==> src/rtl/tcc_pkg.sv <==
package tcc_pkg;
  localparam int REG_AW = 4;
  localparam logic [REG_AW-1:0] OFF_FSIZE = 4'h0;
  localparam logic [REG_AW-1:0] OFF_CTRL  = 4'h4;
  localparam logic [REG_AW-1:0] OFF_STAT  = 4'h8;
  localparam logic [REG_AW-1:0] OFF_PROBE = 4'hC;
  localparam int STS_IDX_LSB = 0;
  localparam int STS_DONE    = 2;
  localparam int STS_CNT_LSB = 8;
endpackage

==> src/rtl/tcc_sat_cnt.sv <==
module tcc_sat_cnt #(
  parameter int W = 8
) (
  input  logic         clk,
  input  logic         rst_n,
  input  logic         inc,
  input  logic         clr,
  output logic [W-1:0] cnt
);
  localparam logic [W-1:0] MAXV = '1;

  always_ff @(posedge clk) begin
    if (!rst_n)                 cnt <= '0;
    else if (clr)               cnt <= inc ? W'(1) : '0;
    else if (inc && cnt != MAXV) cnt <= cnt + 1'b1;
  end

  AST_CNT_INC: assert property (@(posedge clk) disable iff (!rst_n)
    (inc && !clr && cnt != MAXV) |=> cnt == $past(cnt) + 1'b1);
  AST_CNT_SAT: assert property (@(posedge clk) disable iff (!rst_n)
    (cnt == MAXV && !clr) |=> cnt == MAXV);
  AST_CNT_CLR: assert property (@(posedge clk) disable iff (!rst_n)
    (clr && !inc) |=> cnt == '0);
endmodule

==> src/rtl/tcc_slot.sv <==
module tcc_slot #(
  parameter int TRIP_LEN = 3,
  parameter int NUM_W    = $clog2(TRIP_LEN + 1)
) (
  input  logic             clk,
  input  logic             rst_n,
  input  logic             en,
  input  logic             frm_fire,
  input  logic             xfer_start,
  input  logic             xfer_done,
  output logic [NUM_W-1:0] next_idx,
  output logic             done_flag,
  output logic             trip_drop
);
  localparam int POS_W = $clog2(TRIP_LEN);
  localparam logic [POS_W-1:0] POS_LAST = POS_W'(TRIP_LEN - 1);
  localparam logic [NUM_W-1:0] RD_LAST  = NUM_W'(TRIP_LEN - 1);

  logic [POS_W-1:0] in_pos;
  logic             in_drop;
  logic [NUM_W-1:0] wr_cnt, rd_cnt;
  logic             busy;
  logic             first, slot_empty, take, start_ok, finish, last_rd, pend;

  always_comb begin
    first      = (in_pos == '0);
    slot_empty = (wr_cnt == '0);
    take       = frm_fire && (first ? slot_empty : !in_drop);
    pend       = !busy && (wr_cnt > rd_cnt);
    start_ok   = xfer_start && pend;
    finish     = xfer_done && busy;
    last_rd    = (rd_cnt == RD_LAST);
    trip_drop  = frm_fire && first && !slot_empty;
    next_idx   = pend ? rd_cnt + 1'b1 : '0;
  end

  always_ff @(posedge clk) begin
    if (!rst_n || !en) begin
      in_pos    <= '0;
      in_drop   <= 1'b0;
      wr_cnt    <= '0;
      rd_cnt    <= '0;
      busy      <= 1'b0;
      done_flag <= 1'b0;
    end else begin
      if (frm_fire) begin
        in_pos <= (in_pos == POS_LAST) ? '0 : in_pos + 1'b1;
        if (first) in_drop <= !slot_empty;
      end
      if (take) wr_cnt <= wr_cnt + 1'b1;
      if (start_ok) begin
        busy      <= 1'b1;
        done_flag <= 1'b0;
      end
      if (finish) begin
        busy      <= 1'b0;
        done_flag <= 1'b1;
        if (last_rd) begin
          rd_cnt <= '0;
          wr_cnt <= '0;
        end else begin
          rd_cnt <= rd_cnt + 1'b1;
        end
      end
    end
  end

  AST_ORDER_STEP: assert property (@(posedge clk) disable iff (!rst_n)
    (en && finish && !last_rd) |=> rd_cnt == $past(rd_cnt) + 1'b1);
  AST_SLOT_FREE: assert property (@(posedge clk) disable iff (!rst_n)
    (en && finish && last_rd) |=> (wr_cnt == '0 && rd_cnt == '0));
  AST_DONE_SET: assert property (@(posedge clk) disable iff (!rst_n)
    (en && finish) |=> done_flag);
  AST_DONE_CLR: assert property (@(posedge clk) disable iff (!rst_n)
    (en && start_ok) |=> !done_flag);
  AST_FLUSH: assert property (@(posedge clk) disable iff (!rst_n)
    !en |=> (next_idx == '0 && !done_flag && in_pos == '0));
endmodule

==> src/rtl/tcc_regs.sv <==
module tcc_regs
  import tcc_pkg::*;
#(
  parameter int DATA_W      = 32,
  parameter int NUM_W       = 2,
  parameter int CNT_W       = 8,
  parameter int FRAME_PAGES = 16
) (
  input  logic              clk,
  input  logic              rst_n,
  input  logic              reg_wr,
  input  logic              reg_rd,
  input  logic [REG_AW-1:0] reg_addr,
  input  logic [DATA_W-1:0] reg_wdata,
  input  logic [NUM_W-1:0]  next_idx,
  input  logic              done_flag,
  input  logic [CNT_W-1:0]  drop_cnt,
  input  logic              probe_present,
  output logic              en,
  output logic              cnt_clr,
  output logic [DATA_W-1:0] reg_rdata
);
  logic [DATA_W-1:0] rd_mux, sts_word;

  always_comb begin
    sts_word = '0;
    sts_word[STS_IDX_LSB +: NUM_W] = next_idx;
    sts_word[STS_DONE]             = done_flag;
    sts_word[STS_CNT_LSB +: CNT_W] = drop_cnt;
    unique case (reg_addr)
      OFF_FSIZE: rd_mux = DATA_W'(FRAME_PAGES);
      OFF_CTRL:  rd_mux = DATA_W'(en);
      OFF_STAT:  rd_mux = sts_word;
      OFF_PROBE: rd_mux = DATA_W'(probe_present);
      default:   rd_mux = '0;
    endcase
    cnt_clr = reg_rd && (reg_addr == OFF_STAT);
  end

  always_ff @(posedge clk) begin
    if (!rst_n) begin
      en        <= 1'b0;
      reg_rdata <= '0;
    end else begin
      if (reg_wr && reg_addr == OFF_CTRL) en <= reg_wdata[0];
      reg_rdata <= reg_rd ? rd_mux : '0;
    end
  end

  AST_CTRL_HOLD: assert property (@(posedge clk) disable iff (!rst_n)
    !reg_wr |=> $stable(en));
  AST_RD_IDLE: assert property (@(posedge clk) disable iff (!rst_n)
    !reg_rd |=> reg_rdata == '0);
endmodule

==> src/rtl/triplet_capture_ctrl.sv <==
module triplet_capture_ctrl
  import tcc_pkg::*;
#(
  parameter int DATA_W      = 32,
  parameter int TRIP_LEN    = 3,
  parameter int CNT_W       = 8,
  parameter int FRAME_PAGES = 16
) (
  input  logic              clk,
  input  logic              rst_n,
  input  logic              reg_wr,
  input  logic              reg_rd,
  input  logic [REG_AW-1:0] reg_addr,
  input  logic [DATA_W-1:0] reg_wdata,
  output logic [DATA_W-1:0] reg_rdata,
  input  logic              frm_valid,
  output logic              frm_ready,
  input  logic              xfer_start,
  input  logic              xfer_done,
  input  logic              probe_present,
  output logic              irq
);
  localparam int NUM_W = $clog2(TRIP_LEN + 1);

  logic             en, cnt_clr, done_flag, trip_drop;
  logic [NUM_W-1:0] next_idx;
  logic [CNT_W-1:0] drop_cnt;

  assign frm_ready = en;
  assign irq       = en && ((next_idx != '0) || done_flag);

  tcc_slot #(.TRIP_LEN(TRIP_LEN), .NUM_W(NUM_W)) u_slot (
    .clk(clk), .rst_n(rst_n), .en(en),
    .frm_fire(frm_valid && frm_ready),
    .xfer_start(xfer_start), .xfer_done(xfer_done),
    .next_idx(next_idx), .done_flag(done_flag), .trip_drop(trip_drop)
  );

  tcc_sat_cnt #(.W(CNT_W)) u_drop (
    .clk(clk), .rst_n(rst_n), .inc(trip_drop), .clr(cnt_clr), .cnt(drop_cnt)
  );

  tcc_regs #(.DATA_W(DATA_W), .NUM_W(NUM_W), .CNT_W(CNT_W),
             .FRAME_PAGES(FRAME_PAGES)) u_regs (
    .clk(clk), .rst_n(rst_n), .reg_wr(reg_wr), .reg_rd(reg_rd),
    .reg_addr(reg_addr), .reg_wdata(reg_wdata), .next_idx(next_idx),
    .done_flag(done_flag), .drop_cnt(drop_cnt), .probe_present(probe_present),
    .en(en), .cnt_clr(cnt_clr), .reg_rdata(reg_rdata)
  );

  AST_IRQ_QUIET: assert property (@(posedge clk) disable iff (!rst_n)
    (!reg_wr && !en) |=> !irq);
endmodule

==> config.mk <==
export PLATFORM = sky130hd
export DESIGN_NAME = triplet_capture_ctrl
export DESIGN_NICKNAME = d
export VERILOG_FILES = /design/src/rtl/tcc_pkg.sv /design/src/rtl/tcc_sat_cnt.sv /design/src/rtl/tcc_slot.sv /design/src/rtl/tcc_regs.sv /design/src/rtl/triplet_capture_ctrl.sv
export SDC_FILE = /design/constraint.sdc
export NUM_CORES = 1
export LEC_CHECK = 0
export ABC_AREA = 1
export BUFFER_PORTS_ARGS = -buffer_cell sky130_fd_sc_hd__buf_2
export CAP_MARGIN = 20
export CORE_MARGIN = 2
export CORE_UTILIZATION = 43
export CTS_BUF_LIST = sky130_fd_sc_hd__clkbuf_8
export CTS_CLUSTER_DIAMETER = 120
export DETAILED_ROUTE_END_ITERATION = 10
export GPL_ROUTABILITY_DRIVEN = 0
export PLACE_DENSITY = 0.84
export SYNTH_ARGS = -nofsm -noshare
export SYNTH_HDL_FRONTEND = slang
export SYNTH_HIERARCHICAL = 1
export SYNTH_SLANG_ARGS = --single-unit
==> constraint.sdc <==
create_clock -name clk -period 1.7 [get_ports clk]
set_input_delay 0.34 -clock clk [delete_from_list [all_inputs] [get_ports clk]]
set_output_delay 0.34 -clock clk [all_outputs]
set_load 0.05 [all_outputs]
### After elaboration in Yosys (flattened, before gate mapping)

Cells that the tools add are included.

* equal/unequal tests: 6
* order comparisons: 1
* add/sub/neg operators: 4
* muxes and demuxes: 13
* reduce and logical (&&, ||, !) cells: 27

Operators by type and width (number)
* 16-bit case mux with 4 select lines: 1
* 8-bit 2-to-1 mux: 2
* 2-bit 2-to-1 mux: 6
* 1-bit logical AND: 11
* 8-bit by 1-bit adder with 8-bit output, second input constant: 1
* 4-bit == test, second input constant: 2
* 8-bit != test, second input constant: 1
* 2-bit by 1-bit adder with 2-bit output, second input constant: 3
* 2-bit nonzero test: 3
* 1-bit zero test: 5
* 2-bit == test, second input constant: 2
* 4-bit by 3-bit == test with 1-bit output, second input constant: 1
* 2-bit zero test: 2
* 4-bit zero test: 1
* 1-bit 2-to-1 mux: 4
* 2-bit AND reduction: 2
* 2-bit greater-than comparator: 1
* 1-bit logical OR: 2
* 2-bit OR reduction: 1

* flip-flop bits (word level): 50
* output and inout port bits: 34
* word-level logic and storage cells: 60
* bits of input ports: 44

### Longest topological paths before layout

* depth after elaboration: 6
* depth in mapped cells: 11
* depth with buffers taken out: 11

### Hierarchy

Netlist, hierarchy kept.

By module, submodules not included
* tcc_regs: sequential area each 260.2 um2, cells each 69, times used 1, area an instance 674.4 um2
* tcc_slot: sequential area each 180.2 um2, cells each 66, times used 1, area an instance 493.0 um2
* tcc_sat_cnt: sequential area each 160.2 um2, cells each 75, times used 1, area an instance 491.7 um2
* triplet_capture_ctrl: sequential area each 0.0 um2, cells each 6, times used 1, area an instance 27.5 um2

### Worst setup path before layout

No wires, ideal clock.

* path kind: register to output
* start: reg u_slot.rd_cnt[1]
* end: out irq
* required time: 1360 ps
* arrival time: 1560 ps
* path slack: -200 ps
* path buffers: 0
* cell stages (with the launch flop): 8
* cells stage by stage: dfxtp_1 inv_1 ha_1 a21oi_1 nand2_1 nor2_1 nor2_1 a21oi_2

* word-level cells in the longest chain between the ends: 6
* elaborated cells on any way between the ends: 7
* classes of those cells: add/sub (1); order compare (1); mux (1); reduce/logical (4)

RTL lines
* start: declaration: line tcc_slot.sv:21 `logic [NUM_W-1:0] wr_cnt, rd_cnt;`
* start signal: assignment: line tcc_slot.sv:62 `rd_cnt <= rd_cnt + 1'b1;`
* 2-bit greater-than comparator: line tcc_slot.sv:29 `pend = !busy && (wr_cnt > rd_cnt);`
* 1-bit logical AND: line tcc_slot.sv:29
* 2-bit 2-to-1 mux: line tcc_slot.sv:34 `next_idx = pend ? rd_cnt + 1'b1 : '0;`
* named net next_idx[0]: line triplet_capture_ctrl.sv:26 `logic [NUM_W-1:0] next_idx;`
* 2-bit nonzero test: line triplet_capture_ctrl.sv:30 `assign irq = en && ((next_idx != '0) || done_flag);`
* 1-bit logical OR: line triplet_capture_ctrl.sv:30
* 1-bit logical AND: line triplet_capture_ctrl.sv:30
* end: declaration: line triplet_capture_ctrl.sv:21 `output logic irq`

The timed path passes the listed nets, and every way through them passes these cells.

### Final worst setup path

Ends and elaborated chain as after synthesis.

==> flow_summary.toml <==
[grt]
overflow = 0
grt_start_max_net_pins = 13
use_met2_pct = 27.8
track_usage_pct = 16.3
antenna_found_initial = 0
met3_usage_pct = 5.07
grt_first_pass_wirelength_mm = 5.48
grt_use_met1_pct = 19.1
grt_pass1_vias = 1319
top_usage_layer = "met2"

[clocking]
root_buffer = "clkbuf_8"
cts_max_level = 2
clock_latency_ps = 280
tritoncts = "yes"
ctsHoldBuffers = 0
cts.sinks = 30
path_clk_slew_ps = 60
cts_buffers = 5
cts_max_path_buffers = 2

[worst_setup_path]
setup.worst_path.class = "register to output port"
cp.depth = 9
crit_path_end_kind = "output port"
reg2reg_depth = 10
path_delay_family = "simple AND/OR/NAND/NOR gates"
cp_num_buf_inv = 2
required_ps = 1360
path_cells = "inv_2, ha_4, nand2_2, nand2_2, nand2_4, nor2_4, nor2_4, a21oi_4, buf_6"
start_kind = "register"
startpoint = "u_slot/rd_cnt[1]"
max_stage_delay_ps = 330
reg2reg_from = "u_slot/wr_cnt[0]"
worstPathMaxFanout = 2
arrival_ps = 1620
r2r_slack_ps = 110
cp_slowest_cell = "dfxtp_2"

[sta]
skew_ps = 6.48
drv_slew = 0
grt_setup_unrepaired = "yes"
min_period_over_period_pct = 115
finalSetupViolCount = 1
finalCriticalPeriod_ps = 1960
setup_slack_ps = -261
timing.setup.tns_ps = -261
finalHoldViolations = 0
fmax_mhz = 510

[cells_and_area]
mostFrequentLayoutCells = "33 x nand2_1, 27 x inv_1, 26 x dfxtp_1"
fin_cells = 313
layout-area-overhead-vs-synth_pct = 24.0
fill_cells = 332
final_common_cell = "nand2_1"
design_area_um2 = 2090
drive_gt1_share_pct = 36.2
antenna_cells = 0
final_nets = 316

[yosys]
ys_ff_latch = 30
yosys_warnings = 6
ys.flop_type = "dfxtp_1"
ys_async_sr_fraction_pct = 0
synthCells = 216
synth_edf_count = 0
yosys.cell_types.count = 28
post_synth.cell_area_avg_um2 = 7.81
synth.cell_area_um2 = 1690
ys_seq_area_share_pct = 35.6

[die]
die_w_um = 66.6
initial_core_util_pct = 45.4
die-height_um = 66.6
io_pins = 78
num_rows = 22
die_area_um2 = 4440
core_um2 = 3720

[routing]
ant_nets = 0
vias = 1473
firstDrtPassIters = 4
via_per_inst = 4.71
wire_per_inst_um = 10.9
wirelength_mm = 3.41
drtIter0Drc = 89
drcViolationCount = 0

[power]
leakage_nw = 0.919
power_density_nw_per_um2 = 673
ir_worst_vdd_mv = 0.423

[placed_design]
place_inst = 301
hpwl_mm = 2.41
port_buffers = 26
dpl_cell_area_um2 = 1920

[run]
drv_cap = 0

[status]
violations = "negative setup slack"
status = "finished, violations left"

[worst_hold_path]
min_from = "reg_addr[2]"
min_path_type = "primary input to register"
min_path_cells = 2
stage by stage:
step	setup WS (ps)	hold WS [ps]	utilization (%)	total power, mW
6_report	-261	290	56.3	1.41
5_1_grt	-331	295	56.3	1.45
2_1_floorplan	4.71	409	-	0.892
4_1_cts	-250	290	55.1	1.41
3_5_place_dp	-130	458	51.7	0.888
3_3_place_gp	-122	450	51.7	0.887
power by group:
group / leakage, nW / internal [mW] / switching [mW]
registers: 0.244 / 0.705 / 0.00183
logic: 0.632 / 0.0252 / 0.142
clock network: 0.0438 / 0.274 / 0.258
total: 0.919 / 1.00 / 0.402
layout make-up:
type	count	area, µm²	area share (%)
sequential	30	606	29.0
clock inverter	2	10.0	0.479
tap	48	60.1	2.87
multi-input combinational	152	951	45.5
inverter	31	116	5.57
clock buffer	5	68.8	3.29
timing repair buffer	45	279	13.3
Yosys cell counts (2+ instances only):
cell | instances | area share, %
a21oi_2 | 3 | 1.6
nor2_2 | 3 | 1.1
dfxtp_1 | 30 | 36
nand3_1 | 14 | 4.2
nor3b_2 | 9 | 6.7
a21oi_1 | 14 | 4.2
nand4_1 | 5 | 1.9
o21ai_1 | 2 | 0.59
inv_1 | 30 | 6.7
nand2_4 | 2 | 1.3
ha_1 | 7 | 5.2
buf_4 | 21 | 9.3
nand2_1 | 36 | 8.0
nor2_1 | 19 | 4.2
o21ai_0 | 4 | 1.2
nand2_2 | 4 | 1.5
nor2_4 | 2 | 1.3
registers in the layout (all words and copies together), names as in the netlist:
register and flops:
u_regs/en 1, u_regs/reg_rdata 12, u_slot/busy 1, u_slot/rd_cnt 2, u_slot/done_flag 1, u_slot/in_drop 1, u_drop/cnt 8, u_slot/in_pos 2
u_slot/wr_cnt 2
final timing paths:
check / endpoint
max: irq
min reg2reg: u_drop/cnt[6]
min: u_regs/reg_rdata[4]
max reg2reg: u_drop/cnt[4]
metal layers:
| metal | vias to the layer above | share of wire, % | wire length [µm] |
|---|---|---|---|
| li1 | 748 | - | - |
| met5 | - | 0 | 0 |
| met4 | 0 | 1.1 | 38 |
| met2 | 48 | 48 | 1630 |
| met1 | 673 | 45 | 1530 |
| met3 | 4 | 6.2 | 213 |
kinds of logic (layout without fill, tap and decap cells):
kind of cell,Yosys count,in the layout,share of synthesized area (%)
AO/OA/AOI/OAI,25,25,8.46
adder cells (fa/ha/maj),7,7,5.19
buffers and inverters,53,83,16.9
flip-flops,30,30,35.6
other,1,20,0.222
AND/OR/NAND/NOR,100,100,33.6
what timing repair did:
item                                    CTS  global route
endpoints found under the setup margin    1             1
setup buffers                             4             1
pin swaps                                 2             7
gates resized for setup                   8             9
Power figures use the tool's default switching activity.
